===== src/rtl/exec_alu_pkg.sv =====
package exec_alu_pkg;

  typedef enum logic [3:0] {
    OP_AND = 4'h0, OP_EOR = 4'h1, OP_SUB = 4'h2, OP_RSB = 4'h3,
    OP_ADD = 4'h4, OP_ADC = 4'h5, OP_SBC = 4'h6, OP_RSC = 4'h7,
    OP_TST = 4'h8, OP_TEQ = 4'h9, OP_CMP = 4'hA, OP_CMN = 4'hB,
    OP_ORR = 4'hC, OP_MOV = 4'hD, OP_BIC = 4'hE, OP_MVN = 4'hF
  } alu_op_e;

  typedef struct packed {
    logic n;
    logic z;
    logic c;
    logic v;
  } nzcv_t;

  localparam int FLAG_W = $bits(nzcv_t);

  // Compare/test opcodes occupy 8..11.
  function automatic logic op_is_probe(input logic [3:0] op);
    return op[3:2] == 2'b10;
  endfunction

  // Opcodes whose carry comes from the shifter.
  function automatic logic op_is_logic(input logic [3:0] op);
    case (op)
      OP_AND, OP_EOR, OP_TST, OP_TEQ,
      OP_ORR, OP_MOV, OP_BIC, OP_MVN: return 1'b1;
      default:                        return 1'b0;
    endcase
  endfunction

endpackage


===== src/rtl/exec_alu_adder.sv =====
module exec_alu_adder #(
  parameter int W = 32
) (
  input  logic [W-1:0] x,
  input  logic [W-1:0] y,
  input  logic         cin,
  output logic [W-1:0] sum,
  output logic         cout,
  output logic         ovf
);
  logic [W:0] wide;

  always_comb begin
    wide = {1'b0, x} + {1'b0, y} + {{W{1'b0}}, cin};
    sum  = wide[W-1:0];
    cout = wide[W];
    ovf  = (x[W-1] == y[W-1]) && (sum[W-1] != x[W-1]);
  end
endmodule


===== src/rtl/exec_alu_logic.sv =====
module exec_alu_logic
  import exec_alu_pkg::*;
#(
  parameter int W = 32
) (
  input  logic [3:0]   op,
  input  logic [W-1:0] a,
  input  logic [W-1:0] b,
  output logic [W-1:0] res
);
  always_comb begin
    case (op)
      OP_AND, OP_TST: res = a & b;
      OP_EOR, OP_TEQ: res = a ^ b;
      OP_ORR:         res = a | b;
      OP_MOV:         res = b;
      OP_BIC:         res = a & ~b;
      OP_MVN:         res = ~b;
      default:        res = '0;
    endcase
  end
endmodule


===== src/rtl/exec_alu_flagsel.sv =====
module exec_alu_flagsel
  import exec_alu_pkg::*;
#(
  parameter int W = 32
) (
  input  logic [3:0]   op,
  input  logic         set_flags,
  input  logic [W-1:0] result,
  input  logic         add_cout,
  input  logic         add_ovf,
  input  logic         shift_carry,
  input  nzcv_t        cur,
  output logic         upd,
  output nzcv_t        nxt
);
  logic logic_op;

  always_comb begin
    logic_op = op_is_logic(op);
    upd      = set_flags || op_is_probe(op);
    nxt.n    = result[W-1];
    nxt.z    = (result == '0);
    nxt.c    = logic_op ? shift_carry : add_cout;
    nxt.v    = logic_op ? cur.v : add_ovf;
  end
endmodule


===== src/rtl/exec_alu.sv =====
module exec_alu
  import exec_alu_pkg::*;
#(
  parameter int W = 32
) (
  input  logic         clk,
  input  logic         rst_n,
  input  logic         in_valid,
  output logic         in_ready,
  input  logic [3:0]   in_op,
  input  logic         in_set_flags,
  input  logic [W-1:0] in_a,
  input  logic [W-1:0] in_b,
  input  logic         in_shift_carry,
  output logic         out_valid,
  input  logic         out_ready,
  output logic [W-1:0] out_result,
  output logic         out_wr_en,
  output logic [FLAG_W-1:0] flags_o
);
  nzcv_t        flags_q;
  nzcv_t        flags_nxt;
  logic         flags_upd;
  logic         accept;
  logic [W-1:0] add_x, add_y, add_sum, logic_res, result;
  logic         add_cin, add_cout, add_ovf;

  assign in_ready = !out_valid || out_ready;
  assign accept   = in_valid && in_ready;
  assign flags_o  = flags_q;

  // Adder operand steering: subtraction is x + ~y + carry-in.
  always_comb begin
    add_x   = in_a;
    add_y   = in_b;
    add_cin = 1'b0;
    case (in_op)
      OP_SUB, OP_CMP: begin add_y = ~in_b; add_cin = 1'b1; end
      OP_RSB:         begin add_x = in_b; add_y = ~in_a; add_cin = 1'b1; end
      OP_ADC:         add_cin = flags_q.c;
      OP_SBC:         begin add_y = ~in_b; add_cin = flags_q.c; end
      OP_RSC:         begin add_x = in_b; add_y = ~in_a; add_cin = flags_q.c; end
      default:        ;
    endcase
  end

  exec_alu_adder #(.W(W)) u_adder (
    .x(add_x), .y(add_y), .cin(add_cin),
    .sum(add_sum), .cout(add_cout), .ovf(add_ovf)
  );

  exec_alu_logic #(.W(W)) u_logic (
    .op(in_op), .a(in_a), .b(in_b), .res(logic_res)
  );

  assign result = op_is_logic(in_op) ? logic_res : add_sum;

  exec_alu_flagsel #(.W(W)) u_flags (
    .op(in_op), .set_flags(in_set_flags), .result(result),
    .add_cout(add_cout), .add_ovf(add_ovf), .shift_carry(in_shift_carry),
    .cur(flags_q), .upd(flags_upd), .nxt(flags_nxt)
  );

  always_ff @(posedge clk or negedge rst_n) begin
    if (!rst_n) begin
      out_valid  <= 1'b0;
      out_result <= '0;
      out_wr_en  <= 1'b0;
      flags_q    <= '0;
    end else begin
      if (accept) begin
        out_valid  <= 1'b1;
        out_result <= result;
        out_wr_en  <= !op_is_probe(in_op);
        if (flags_upd) flags_q <= flags_nxt;
      end else if (out_ready) begin
        out_valid <= 1'b0;
      end
    end
  end
endmodule


===== config.mk =====
export PLATFORM = sky130hd
export DESIGN_NAME = exec_alu
export DESIGN_NICKNAME = d
export VERILOG_FILES = /design/src/rtl/exec_alu_pkg.sv /design/src/rtl/exec_alu_adder.sv /design/src/rtl/exec_alu_logic.sv /design/src/rtl/exec_alu_flagsel.sv /design/src/rtl/exec_alu.sv
export SDC_FILE = /design/constraint.sdc
export NUM_CORES = 1
export LEC_CHECK = 0
export BUFFER_PORTS_ARGS = -buffer_cell sky130_fd_sc_hd__clkbuf_2
export CORE_ASPECT_RATIO = 1.5
export CORE_MARGIN = 10
export CORE_UTILIZATION = 50
export CTS_BUF_LIST = sky130_fd_sc_hd__clkbuf_8 sky130_fd_sc_hd__clkbuf_16
export CTS_CLUSTER_DIAMETER = 40
export CTS_CLUSTER_SIZE = 8
export DETAILED_ROUTE_END_ITERATION = 10
export MAX_ROUTING_LAYER = met4
export PLACE_DENSITY = 0.72
export SLEW_MARGIN = 20
export SYNTH_ARGS = -nofsm -noshare
export SYNTH_HDL_FRONTEND = slang
export SYNTH_SLANG_ARGS = --single-unit
export TNS_END_PERCENT = 20

===== constraint.sdc =====
create_clock -name clk -period 4.3 [get_ports clk]
set_clock_uncertainty 0.1 [all_clocks]
set_input_delay 0.215 -clock clk [delete_from_list [all_inputs] [get_ports clk]]
set_output_delay 0.215 -clock clk [all_outputs]
set_load 0.01 [all_outputs]

* Word level (Yosys, flattened, before mapping)
Memory sizes are Yosys's and may differ from the RTL's.
Cells that the tools add are included.
** Storage, ports and cells
- ROM bits :: 32
- Logic and storage cells :: 59
- Register bits after elaboration :: 38
- Bits of input ports :: 74
- Memories :: 2
- Output and inout port bits :: 39
** Cells by class
- Multiplexer cells :: 8
- Reductions and logical operators :: 17
- $add $sub $neg :: 2
- Equal/unequal tests :: 16
- Bitwise gates (word level) :: 7
** Memories
- (name not given) :: words 16, bits a word 1, rd ports 1, clocked after memory_dff 0, wr ports 0, RTL line exec_alu_pkg.sv:26 : case (op)
- (name not given) :: words 16, bits a word 1, rd ports 1, clocked after memory_dff 0, wr ports 0, RTL line exec_alu_pkg.sv:26
** Operators with widths (count)
- case mux 32 bit (6 select lines) :: 1
- AND 32 bit :: 2
- two-way mux 32 bit :: 2
- NOT 32 bit :: 2
- case mux 32 bit (2 select lines) :: 1
- adder 32 x 32 -> 33 bit :: 1
- adder 33 x 1 -> 33 bit :: 1
- logical NOT 32 bit :: 1
- OR 32 bit :: 1
- bitwise XOR 32 bit :: 1
- == test 4 bit, second input constant :: 7
- == test 4 x 3 -> 1 bit, second input constant :: 3
- OR reduction 3 bit :: 3
- == test 4 x 2 -> 1 bit, second input constant :: 2
- OR reduction 2 bit :: 3
- == test 4 x 1 -> 1 bit, second input constant :: 1
- logical NOT 4 bit :: 1
- two-way mux 1 bit :: 3
- AND reduction 3 bit :: 1
- == test 2 bit, second input constant :: 1
- logical AND 1 bit :: 2
- logical NOT 1 bit :: 2
- logical OR 1 bit :: 2
- case mux 1 bit (2 select lines) :: 1
- 5 further kinds :: 5

* Longest topological paths before layout
Gate-level depths: netlist of the first run.
- Word-level depth :: 7
- Gate-level depth with buffers :: 23

* Cells and area by module
From an unflattened synthesis of the first run, not the netlist that was laid out.
** Second synthesis, totals
- Cell total of the unflattened synthesis :: 910
- Area total of the unflattened synthesis :: 7480.9 sq um
** By module, submodules not included
- exec_alu :: seq. area each 950.9 sq um, area each 3080.5 sq um, instances 1, cells each 360
- exec_alu_logic :: seq. area each 0.0 sq um, area each 2519.9 sq um, instances 1, cells each 294
- exec_alu_adder :: seq. area each 0.0 sq um, area each 1744.2 sq um, instances 1, cells each 238
- exec_alu_flagsel :: seq. area each 0.0 sq um, area each 136.4 sq um, instances 1, cells each 18

* Least setup slack after synthesis of the first run
OpenSTA, ideal clock, no wires.
- Kind :: input -> register
- Start point :: input in_op[1]
- End point :: register flags_q (netlist bit flags_o[2])
- Stages on the path :: 22
- Buffers on the path :: 7
- Library setup time :: 0.092 ns
- Path slack :: -0.485 ns
- Data arrival time :: 4.593 ns
- Cells stage by stage :: buf_6 buf_6 buf_6 buf_4 buf_2 nand3b_1 clkbuf_1 buf_1 nor2_1 a21oi_1 fa_1 fa_1 and2b_1 o21a_1 or2_1 a31oi_2 o211ai_1 o31ai_1 a211oi_2 nand2_1 or4b_2 o31ai_2
** On the way
- Word-level cells in the longest chain between the ends :: 7
** Ends and longest elaborated chain
- start, declared :: RTL line exec_alu.sv:10 : input logic [3:0] in_op,
- == test 4 x 3 -> 1 bit, or another cell as far along :: RTL line exec_alu.sv:37 : case (in_op)
- OR reduction 3 bit (no line) or OR reduction 2 bit (tied branches)
- case mux 32 bit (2 select lines) or two-way mux 32 bit (tied branches) :: RTL line exec_alu.sv:37
- adder 32 x 32 -> 33 bit :: RTL line exec_alu_adder.sv:14 : wide = {1'b0, x} + {1'b0, y} + {{W{1'b0}}, cin};
- adder 33 x 1 -> 33 bit :: RTL line exec_alu_adder.sv:14
- two-way mux 32 bit (*) :: RTL line exec_alu.sv:56 : assign result = op_is_logic(in_op) ? logic_res : add_sum;
- logical NOT 32 bit (*) :: RTL line exec_alu_flagsel.sv:22 : nxt.z = (result == '0);
- end signal, assigned :: RTL line exec_alu.sv:75 : if (flags_upd) flags_q <= flags_nxt;
- end, declared :: RTL line exec_alu.sv:21 : nzcv_t flags_q;
Every way passes the cells marked *; elsewhere a longest branch is shown, timed or not.
A chain may end at the register's enable or synchronous reset.

* Final worst setup path of the first run
- Start point :: register flags_q (netlist bit flags_o[1])
- End point :: register flags_q (netlist bit flags_o[2])
** On the way
- Word-level cells in the longest chain between the ends :: 4
** Ends and longest elaborated chain (RTL line)
- case mux 1 bit (2 select lines) :: exec_alu.sv:37
- adder 33 x 1 -> 33 bit :: exec_alu_adder.sv:14
- two-way mux 32 bit :: exec_alu.sv:56
- logical NOT 32 bit :: exec_alu_flagsel.sv:22
Every way passes these cells.

==> flow_metrics.env, run 1 <==
export IMPL_ir_drop_uv=215
export IMPL_ys_seq_area_frac=0.146
export IMPL_via_count=7581
export IMPL_synth_top_area_share=0.146
export IMPL_initial_core_util=0.507
export IMPL_min_path_type="in -> reg"
export IMPL_slew_headroom=0.392
export IMPL_intPower_mw=1.25
export IMPL_slew_viol_final=0
export IMPL_cts_made_buffers=5
export IMPL_status="finished clean"
export IMPL_dieArea_mm2=0.0181
export IMPL_drive_above_1_share=0.223
export IMPL_synth_cells=934
export IMPL_num_antenna_cells=0
export IMPL_grt_overflow=0
export IMPL_yosysWarnings=0
export IMPL_drc=0
export IMPL_tightest_slew_ps=912
export IMPL_multi_input_area_mm2=0.00508
export IMPL_switchingPower_mw=0.994
export IMPL_crit_required_ps=4390
export IMPL_fin_crit_sh=0.939
export IMPL_syn_nets=1073
export IMPL_clock_sinks=38
export IMPL_cts_tree="built"
export IMPL_dr_pass1_iters=7
export IMPL_synth_area_leaders="dfrtp_1, o21ai_0, ha_1"
export IMPL_antenna_found_initial=0
export IMPL_wl_per_cell_um=20.9
export IMPL_clk_pin_slew_ps=60
export IMPL_dpl_cell_count=1208
export IMPL_pwr_share_clk=0.162
export IMPL_synth_top_area_cell="dfrtp_1"
export IMPL_maxCapViolations=0
export IMPL_syn2layout_area_growth_pct=18.1
export IMPL_wl_met3_um=1360
export IMPL_die_width_um=113
export IMPL_met1_length_um=9200
export IMPL_wl_met2_um=12700
export IMPL_portBuffers=112
export IMPL_ios=113
export IMPL_synthArstFlopShare=1.00
export IMPL_postCtsSetupBuffers=0
export IMPL_place_congestion=1.05
export IMPL_critPathMaxFanout=4
export IMPL_clock_path_buffers=2
export IMPL_drt_initial_drc_count=625
export IMPL_rsz0062_at_grt="false"
export IMPL_seqCellArea_um2=951
export IMPL_totalWireLength_um=25400
export IMPL_ys_types=80
export IMPL_synth_edf_count=0
export IMPL_design_area_mm2=0.00772
export IMPL_dieHeight_um=160
export IMPL_netlist_area_mm2=0.00653
export IMPL_start_kind="flip-flop"
export IMPL_grt_pass1_wl_um=40200
export IMPL_crit_path_end_kind="flip-flop"
export IMPL_arrival_ps=4130
export IMPL_place_detailed_hpwl_um=20000
export IMPL_placed_cell_area_mm2=0.00754
export IMPL_power_frac_comb=0.610
export IMPL_track_usage=0.280
export IMPL_antenna_left=0
export IMPL_row_count=51
export IMPL_place_ws_ps=-2.51
export IMPL_hold_violations=0
export IMPL_synthFlopType="dfrtp_1"
export IMPL_grt_max_degree=52
export IMPL_crit_type="reg -> reg"
export IMPL_p_per_area_mw_per_mm2=291
export IMPL_cts_htree_levels=2
export IMPL_ys_seq_elements=38
export IMPL_final_nets=1196
export IMPL_switching_share=0.442
export IMPL_finalWorstSetupSlack_ps=262
export IMPL_fin_crit_ps=4040
export IMPL_final_cells=1217
export IMPL_total_power_mw=2.25
export IMPL_top_layer_used="met4"
export IMPL_postSynthAreaPerCell_um2=6.99
export IMPL_routed_via_density=6.23
export IMPL_clock_latency_ps=280
export IMPL_core_area_mm2=0.0129
export IMPL_p_seq_frac=0.229
export IMPL_max_freq_mhz=248
export IMPL_cts_root_buf="clkbuf_16"
export IMPL_fin_tns_setup_ps=0
export IMPL_p_leak_nw=3.63
export IMPL_setup_viol=0
export IMPL_n_fill_cell=1230
export IMPL_grt_pass1_vias=7582
layer usage:
metal | track usage | vias to the layer above
met2 | 0.485 | 348
li1 | - | 3641
met4 | 0.193 | 0
met1 | 0.284 | 3469
met3 | 0.0375 | 123
met5 | - | -
synthesized netlist by cell type, types with 4 or more instances:
cell and number:
o21ai_1 6, nand4_1 7, a221oi_1 4, mux2_2 20, a311oi_1 4, nor2b_1 7, or3_1 7, o32ai_1 4
o22ai_1 12, buf_2 9, a21o_1 9, nand2_1 135, inv_1 78, nand2b_1 6, o21ai_0 167, a222oi_1 9
buf_1 6, a21oi_1 48, o31ai_1 7, nor3_1 7, xnor2_1 30, a2111oi_0 4, a31oi_1 9, o311ai_0 6
nand3_1 14, and3_1 5, mux2i_1 11, xor2_1 12, buf_6 4, clkbuf_1 33, nor2_1 49, dfrtp_1 38
o221ai_1 4, o211ai_1 8, a211oi_1 10, o21a_1 6, ha_1 63, buf_4 4
worst max-delay path: stages, from the launching register on:
cell and delay, ps:
dfrtp_1 450, nor2b_2 210, o21a_1 130, a31oi_1 50, fa_2 380, fa_2 360
and2b_1 240, o21a_1 210, buf_4 150, o21ai_0 80, o21a_1 180, xnor2_1 140
a2111oi_1 400, nand4_1 190, nor4_2 330, nand4_1 150, o31ai_2 220
final timing paths:
path	from	end	slack (ps)	cells past startpoint
worst max-delay path	flags_o[1]	flags_o[2]	260	16
worst min-delay path	in_valid	out_valid	70	2
worst max register to register	flags_o[1]	flags_o[2]	260	16
worst min register to register	out_result[13]	out_result[13]	380	2
max in group asynchronous	rst_n	out_result[12]	3020	2
min in group asynchronous	rst_n	out_result[24]	500	2
cell usage in the layout, fill, tap and decap left out, types with 5 or more instances in the layout:
cell,n
a31oi_1,9
dfrtp_1,38
o21a_1,6
clkbuf_2,112
o22ai_1,12
xor2_1,12
nand2b_1,6
nor2_1,46
mux2_2,20
buf_4,57
mux2i_1,11
a222oi_1,9
nand2_1,135
o31ai_1,6
and3_1,5
nand4_1,7
a21oi_1,47
o21ai_1,6
o311ai_0,6
inv_1,79
nor2b_1,6
o21ai_0,166
a211oi_1,8
ha_1,63
clkbuf_16,5
a21o_1,9
xnor2_1,30
or3_1,7
nor3_1,7
o211ai_1,8
nand3_1,14
power by group through the flow:
stage	logic, mW	registers, mW	clock network, mW
after floorplan	0.776	0.559	0
after global placement	1.33	0.515	0
after detailed placement	1.35	0.518	0
after CTS	1.35	0.514	0.367
after global routing	1.50	0.526	0.384
final	1.37	0.514	0.364
metrics by stage:
| step | util | hold slack, ps |
|---|---|---|
| after floorplan | - | -181 |
| after global placement | 0.585 | 291 |
| after detailed placement | 0.585 | 294 |
| after CTS | 0.597 | 67.2 |
| after global routing | 0.599 | 74.1 |
| final | 0.599 | 67.2 |
state kept, by name, summed over array words and instances (netlist names):
register,flops
out_wr_en,1
flags_o,4
out_valid,1
out_result,32
cell type report:
type                    instances  share of cell area
multi-input cells             761               0.659
repair buffers                172               0.135
flip-flops and latches         38               0.123
inverters                      79              0.0384
well taps                     159              0.0258
clock buffers                   6              0.0180
clock inverters                 2             0.00114
kinds of logic after synthesis:
family | after synthesis | share of synthesized area
multiplexers | 31 | 0.0513
adder cells (fa/ha/maj) | 65 | 0.127
AO/OA/AOI/OAI | 360 | 0.351
buffers and inverters | 135 | 0.0862
XOR/XNOR | 42 | 0.0563
AND/OR/NAND/NOR | 263 | 0.183
flip-flops | 38 | 0.146
timing repair:
action | 4_1_cts | 5_1_grt
endpoints found under the setup margin | 0 | 1
gates resized for setup | 0 | 5
endpoints found under the hold margin | 19 | 0
hold buffers | 1 | 0
Power figures use the tool's default switching activity.
==> run 2: changes to the inputs <==
Clock period 4.3 ns to 4.64 ns, I/O delays scaled along.
==> flow_metrics.env, run 2 (synthesis results as in run 1) <==
export IMPL_status="finished clean"
export IMPL_grtUsageMet2=0.452
export IMPL_ir_drop_uv=173
export IMPL_hold_violations=0
export IMPL_power_frac_comb=0.586
export IMPL_drive_above_1_share=0.203
export IMPL_design_area_mm2=0.00754
export IMPL_dr_pass1_iters=8
export IMPL_initial_core_util=0.507
export IMPL_rsz0062_at_grt="false"
export IMPL_ios=113
export IMPL_intPower_mw=1.17
export IMPL_switching_share=0.442
export IMPL_core_area_mm2=0.0129
export IMPL_arrival_ps=4480
export IMPL_die_width_um=113
export IMPL_layout_commonest_cell="o21ai_0"
export IMPL_antenna_found_initial=0
export IMPL_final_nets=1175
export IMPL_grt_pass1_wl_um=39600
export IMPL_p_per_area_mw_per_mm2=278
export IMPL_placed_cell_area_mm2=0.00735
export IMPL_top_register="out_result"
export IMPL_grt_pass1_vias=7439
export IMPL_pwr_share_clk=0.187
export IMPL_antenna_left=0
export IMPL_n_fill_cell=1292
export IMPL_switchingPower_mw=0.926
export IMPL_portBuffers=112
export IMPL_multi_input_area_mm2=0.00505
export IMPL_min_path_type="in -> async"
export IMPL_setup_viol=0
export IMPL_drt_initial_drc_count=698
export IMPL_wl_per_cell_um=21.0
export IMPL_start_kind="flip-flop"
export IMPL_maxCapViolations=0
export IMPL_drc=0
export IMPL_cts_made_buffers=5
export IMPL_cts_root_buf="clkbuf_16"
export IMPL_p_leak_nw=3.53
export IMPL_final_cell_mix="o21ai_0, nand2_1, clkbuf_2, inv_1, ha_1"
export IMPL_grtUsageMet3=0.0439
export IMPL_rr_worst_depth=16
export IMPL_largest_register_ff_count=32
export IMPL_critPathMaxFanout=5
export IMPL_fin_crit_sh=0.943
export IMPL_top_usage_layer="met2"
export IMPL_max_freq_mhz=229
export IMPL_crit_required_ps=4750
export IMPL_postCtsHoldBufs=0
export IMPL_clock_sinks=38
export IMPL_slew_headroom=0.317
export IMPL_place_congestion=1.07
export IMPL_fin_tns_setup_ps=0
export IMPL_clock_latency_ps=290
export IMPL_row_count=51
export IMPL_num_antenna_cells=0
export IMPL_routed_via_density=6.28
export IMPL_total_power_mw=2.10
export IMPL_grt_overflow=0
export IMPL_tightest_slew_ps=1020
export IMPL_place_detailed_hpwl_um=19300
export IMPL_cts_tree="built"
export IMPL_clk_pin_slew_ps=70
export IMPL_crit_path_end_kind="flip-flop"
export IMPL_seqCellArea_um2=951
export IMPL_dieHeight_um=160
export IMPL_via_count=7509
export IMPL_crit_type="reg -> reg"
export IMPL_totalWireLength_um=25200
export IMPL_p_seq_frac=0.226
export IMPL_use_met1=0.279
export IMPL_dieArea_mm2=0.0181
export IMPL_fin_crit_ps=4370
export IMPL_grt_max_degree=62
export IMPL_track_usage=0.275
export IMPL_slew_viol_final=0
export IMPL_clock_path_buffers=2
export IMPL_cts_htree_levels=2
export IMPL_syn2layout_area_growth_pct=15.4
run 2: power groups by stage:
stage	logic [mW]	clock network, mW	registers (mW)
2_1_floorplan	0.712	0	0.518
3_3_place_gp	1.20	0	0.478
3_5_place_dp	1.20	0	0.482
4_1_cts	1.21	0.397	0.475
5_1_grt	1.34	0.411	0.486
6_report	1.23	0.393	0.474
run 2: path summary, 6_finish.rpt:
path / startpoint / to / slack, ps
min reg2reg: out_result[13] / out_result[13] / 380
max in group asynchronous: rst_n / out_result[1] / 3810
min: rst_n / out_result[31] / 5
max: flags_o[1] / flags_o[2] / 270
max reg2reg: flags_o[1] / flags_o[2] / 270
min in group clk: in_valid / out_valid / 70
run 2: what timing repair did:
item,CTS,global route
setup buffers,0,1
hold endpoints to repair,0,0
gates resized for setup,0,2
setup endpoints to repair,0,1
run 2: through the flow:
step | std cells | setup slack (ps) | utilization | hold slack [ps]
after floorplan | 934 | 6.93 | - | -164
after global placement | 1187 | 31.0 | 0.571 | 333
after detailed placement | 1187 | 51.5 | 0.571 | 341
after CTS | 1195 | 163 | 0.583 | 33.1
after global routing | 1196 | 7.15 | 0.585 | 78.9
final | 1196 | 265 | 0.585 | 4.67
run 2: per-layer routing:
metal | vias up | part of all wire
met1 | 3463 | 0.36
met5 | - | 0
li1 | 3601 | -
met3 | 128 | 0.066
met2 | 317 | 0.48
met4 | 0 | 0.091
run 2: cell type report:
class | count | area share
clock buffer | 5 | 0.0166
clock inverter | 3 | 0.00531
inverter | 79 | 0.0393
multi-input combinational | 761 | 0.670
sequential | 38 | 0.126
tap | 159 | 0.0264
timing repair buffer | 151 | 0.117
run 2: worst max-delay path, stage by stage, from the launching register on:
cell	delay (ps)
dfrtp_1	410
nor2b_1	220
o21a_1	150
a31oi_1	60
fa_2	430
fa_1	470
and2b_1	250
o21a_1	250
o2111ai_2	210
buf_4	190
a21oi_1	130
nor3_1	90
a2111oi_0	400
nand4_1	230
nor4_1	350
nand4_1	160
o31ai_2	180
==> run 3: changes to the inputs <==
Clock period 4.64 ns to 5.2 ns, I/O delays scaled along.
==> flow_metrics.env, run 3 (synthesis results as in run 1) <==
export IMPL_critPathMaxFanout=96
export IMPL_drive_above_1_share=0.182
export IMPL_p_per_area_mw_per_mm2=239
export IMPL_arrival_ps=4900
export IMPL_crit_required_ps=5290
export IMPL_drt_initial_drc_count=758
export IMPL_num_antenna_cells=0
export IMPL_cts_resized=0
export IMPL_endpoint="flags_o[2]"
export IMPL_place_detailed_hpwl_um=17500
export IMPL_layout_commonest_cell="o21ai_0"
export IMPL_r2r_start="flags_o[1]"
export IMPL_status="finished clean"
export IMPL_drc=0
export IMPL_max_freq_mhz=208
export IMPL_crit_type="in -> reg"
export IMPL_grt_max_degree=97
export IMPL_wl_per_cell_um=19.4
export IMPL_place_ws_ps=186
export IMPL_crit_buf_inv=3
export IMPL_slew_headroom=0.243
export IMPL_dieArea_mm2=0.0181
export IMPL_total_power_mw=1.75
export IMPL_clock_latency_ps=280
export IMPL_power_frac_comb=0.588
export IMPL_dieHeight_um=160
export IMPL_crit_start="in_op[3]"
export IMPL_cp_cell_sequence="clkbuf_2, buf_4, nand3b_1, buf_12, nor2_1, a211oi_1, fa_1, fa_1, and2b_1, o21a_1, o21ai_0, o21a_1, xnor2_1, a2111oi_0, nand4_1, nor4_1, nand4_1, o31ai_2"
export IMPL_ir_drop_uv=157
export IMPL_switching_share=0.443
export IMPL_final_nets=1153
export IMPL_cp_slowest_cell="a2111oi_0"
export IMPL_track_usage=0.245
export IMPL_totalWireLength_um=22800
export IMPL_cts_root_buf="clkbuf_16"
export IMPL_via_count=7230
export IMPL_grt_pass1_vias=6979
export IMPL_min_path_type="in -> async"
export IMPL_die_width_um=113
export IMPL_largest_register_ff_count=32
export IMPL_initial_core_util=0.507
export IMPL_clock_path_buffers=2
export IMPL_fin_crit_sh=0.925
export IMPL_maxCapViolations=0
export IMPL_routed_via_density=6.16
export IMPL_setup_viol=0
export IMPL_grtUsageMet3=0.0300
export IMPL_rr_worst_depth=15
export IMPL_row_count=51
export IMPL_p_seq_frac=0.242
export IMPL_top_usage_layer="met2"
export IMPL_intPower_mw=0.975
export IMPL_postCtsHoldBufs=0
export IMPL_core_area_mm2=0.0129
export IMPL_cp_top_family="compound AO/OA/AOI/OAI gates"
export IMPL_dr_pass1_iters=7
export IMPL_clk_pin_slew_ps=60
export IMPL_ios=113
export IMPL_cts_tree="built"
export IMPL_tightest_slew_ps=1130
export IMPL_pwr_share_clk=0.170
export IMPL_final_cells=1174
export IMPL_critPathMaxStageDelay_ps=690
export IMPL_grt_pass1_wl_um=35800
export IMPL_use_met1=0.283
export IMPL_switchingPower_mw=0.776
export IMPL_grtUsageMet2=0.414
export IMPL_cts_htree_levels=2
export IMPL_rrSetupSlack_ps=470
export IMPL_slew_viol_final=0
export IMPL_finalWorstSetupSlack_ps=388
export IMPL_top_register="out_result"
export IMPL_cts_made_buffers=5
export IMPL_grt_overflow=0
export IMPL_postCtsSetupBuffers=0
export IMPL_syn2layout_area_growth_pct=12.3
export IMPL_crit_path_end_kind="flip-flop"
export IMPL_fin_tns_setup_ps=0
export IMPL_cp_depth=18
export IMPL_final_cell_mix="o21ai_0, nand2_1, clkbuf_2, inv_1, ha_1"
export IMPL_portBuffers=112
export IMPL_antenna_left=0
export IMPL_rr_endpoint="flags_o[2]"
export IMPL_p_leak_nw=3.42
export IMPL_place_congestion=0.972
export IMPL_rsz0062_at_grt="false"
export IMPL_clock_sinks=38
export IMPL_start_kind="primary input"
export IMPL_antenna_found_initial=0
export IMPL_dpl_cell_count=1166
export IMPL_fin_crit_ps=4810
export IMPL_hold_violations=0
==> run 3: cell types whose count changed in the layout (fill, tap and decap cells not counted), sizes merged <==
cell,delta
buf,-22
bufinv,-1
clkbuf,+1
clkinv,-1
inv,+1
==> run 3: per-layer routing <==
metal,vias up,share of wire
li1,3547,-
met1,3310,0.40
met2,316,0.49
met3,57,0.071
met4,0,0.037
met5,-,0
==> run 3: stage by stage <==
step	util	cell area (um2)	hold slack, ps
after global placement	0.558	7190	333
after CTS	0.569	7340	37.6
final	0.569	7340	0.0512
after floorplan	-	6530	-136
after global routing	0.569	7340	90.8
after detailed placement	0.558	7190	337
==> run 3: worst min path at each step <==
stage	from	to	slack, ps	cells past startpoint
after CTS	rst_n	out_valid	40	1
after global placement	rst_n	out_valid	330	1
final	rst_n	out_valid	0.05	1
after floorplan	rst_n	flags_o[0]	-140	0
after global routing	rst_n	out_result[0]	90	1
after detailed placement	rst_n	out_valid	340	1
==> run 3: area by class of cell <==
type / count / area, um2
clock buffers: 6 / 139
repair buffers: 129 / 701
fillers: 1327 / 5550
inverters: 79 / 297
clock inverters: 2 / 8.76
flip-flops and latches: 38 / 951
multi-input cells: 761 / 5040
well taps: 159 / 199
==> run 3: power groups by stage <==
| stage | logic, mW | clock network [mW] | registers [mW] |
|---|---|---|---|
| global placement | 1.00 | 0 | 0.426 |
| detailed placement | 1.01 | 0 | 0.428 |
| floorplan | 0.633 | 0 | 0.462 |
| CTS | 1.02 | 0.299 | 0.423 |
| global route | 1.13 | 0.311 | 0.433 |
| finish | 1.03 | 0.298 | 0.423 |
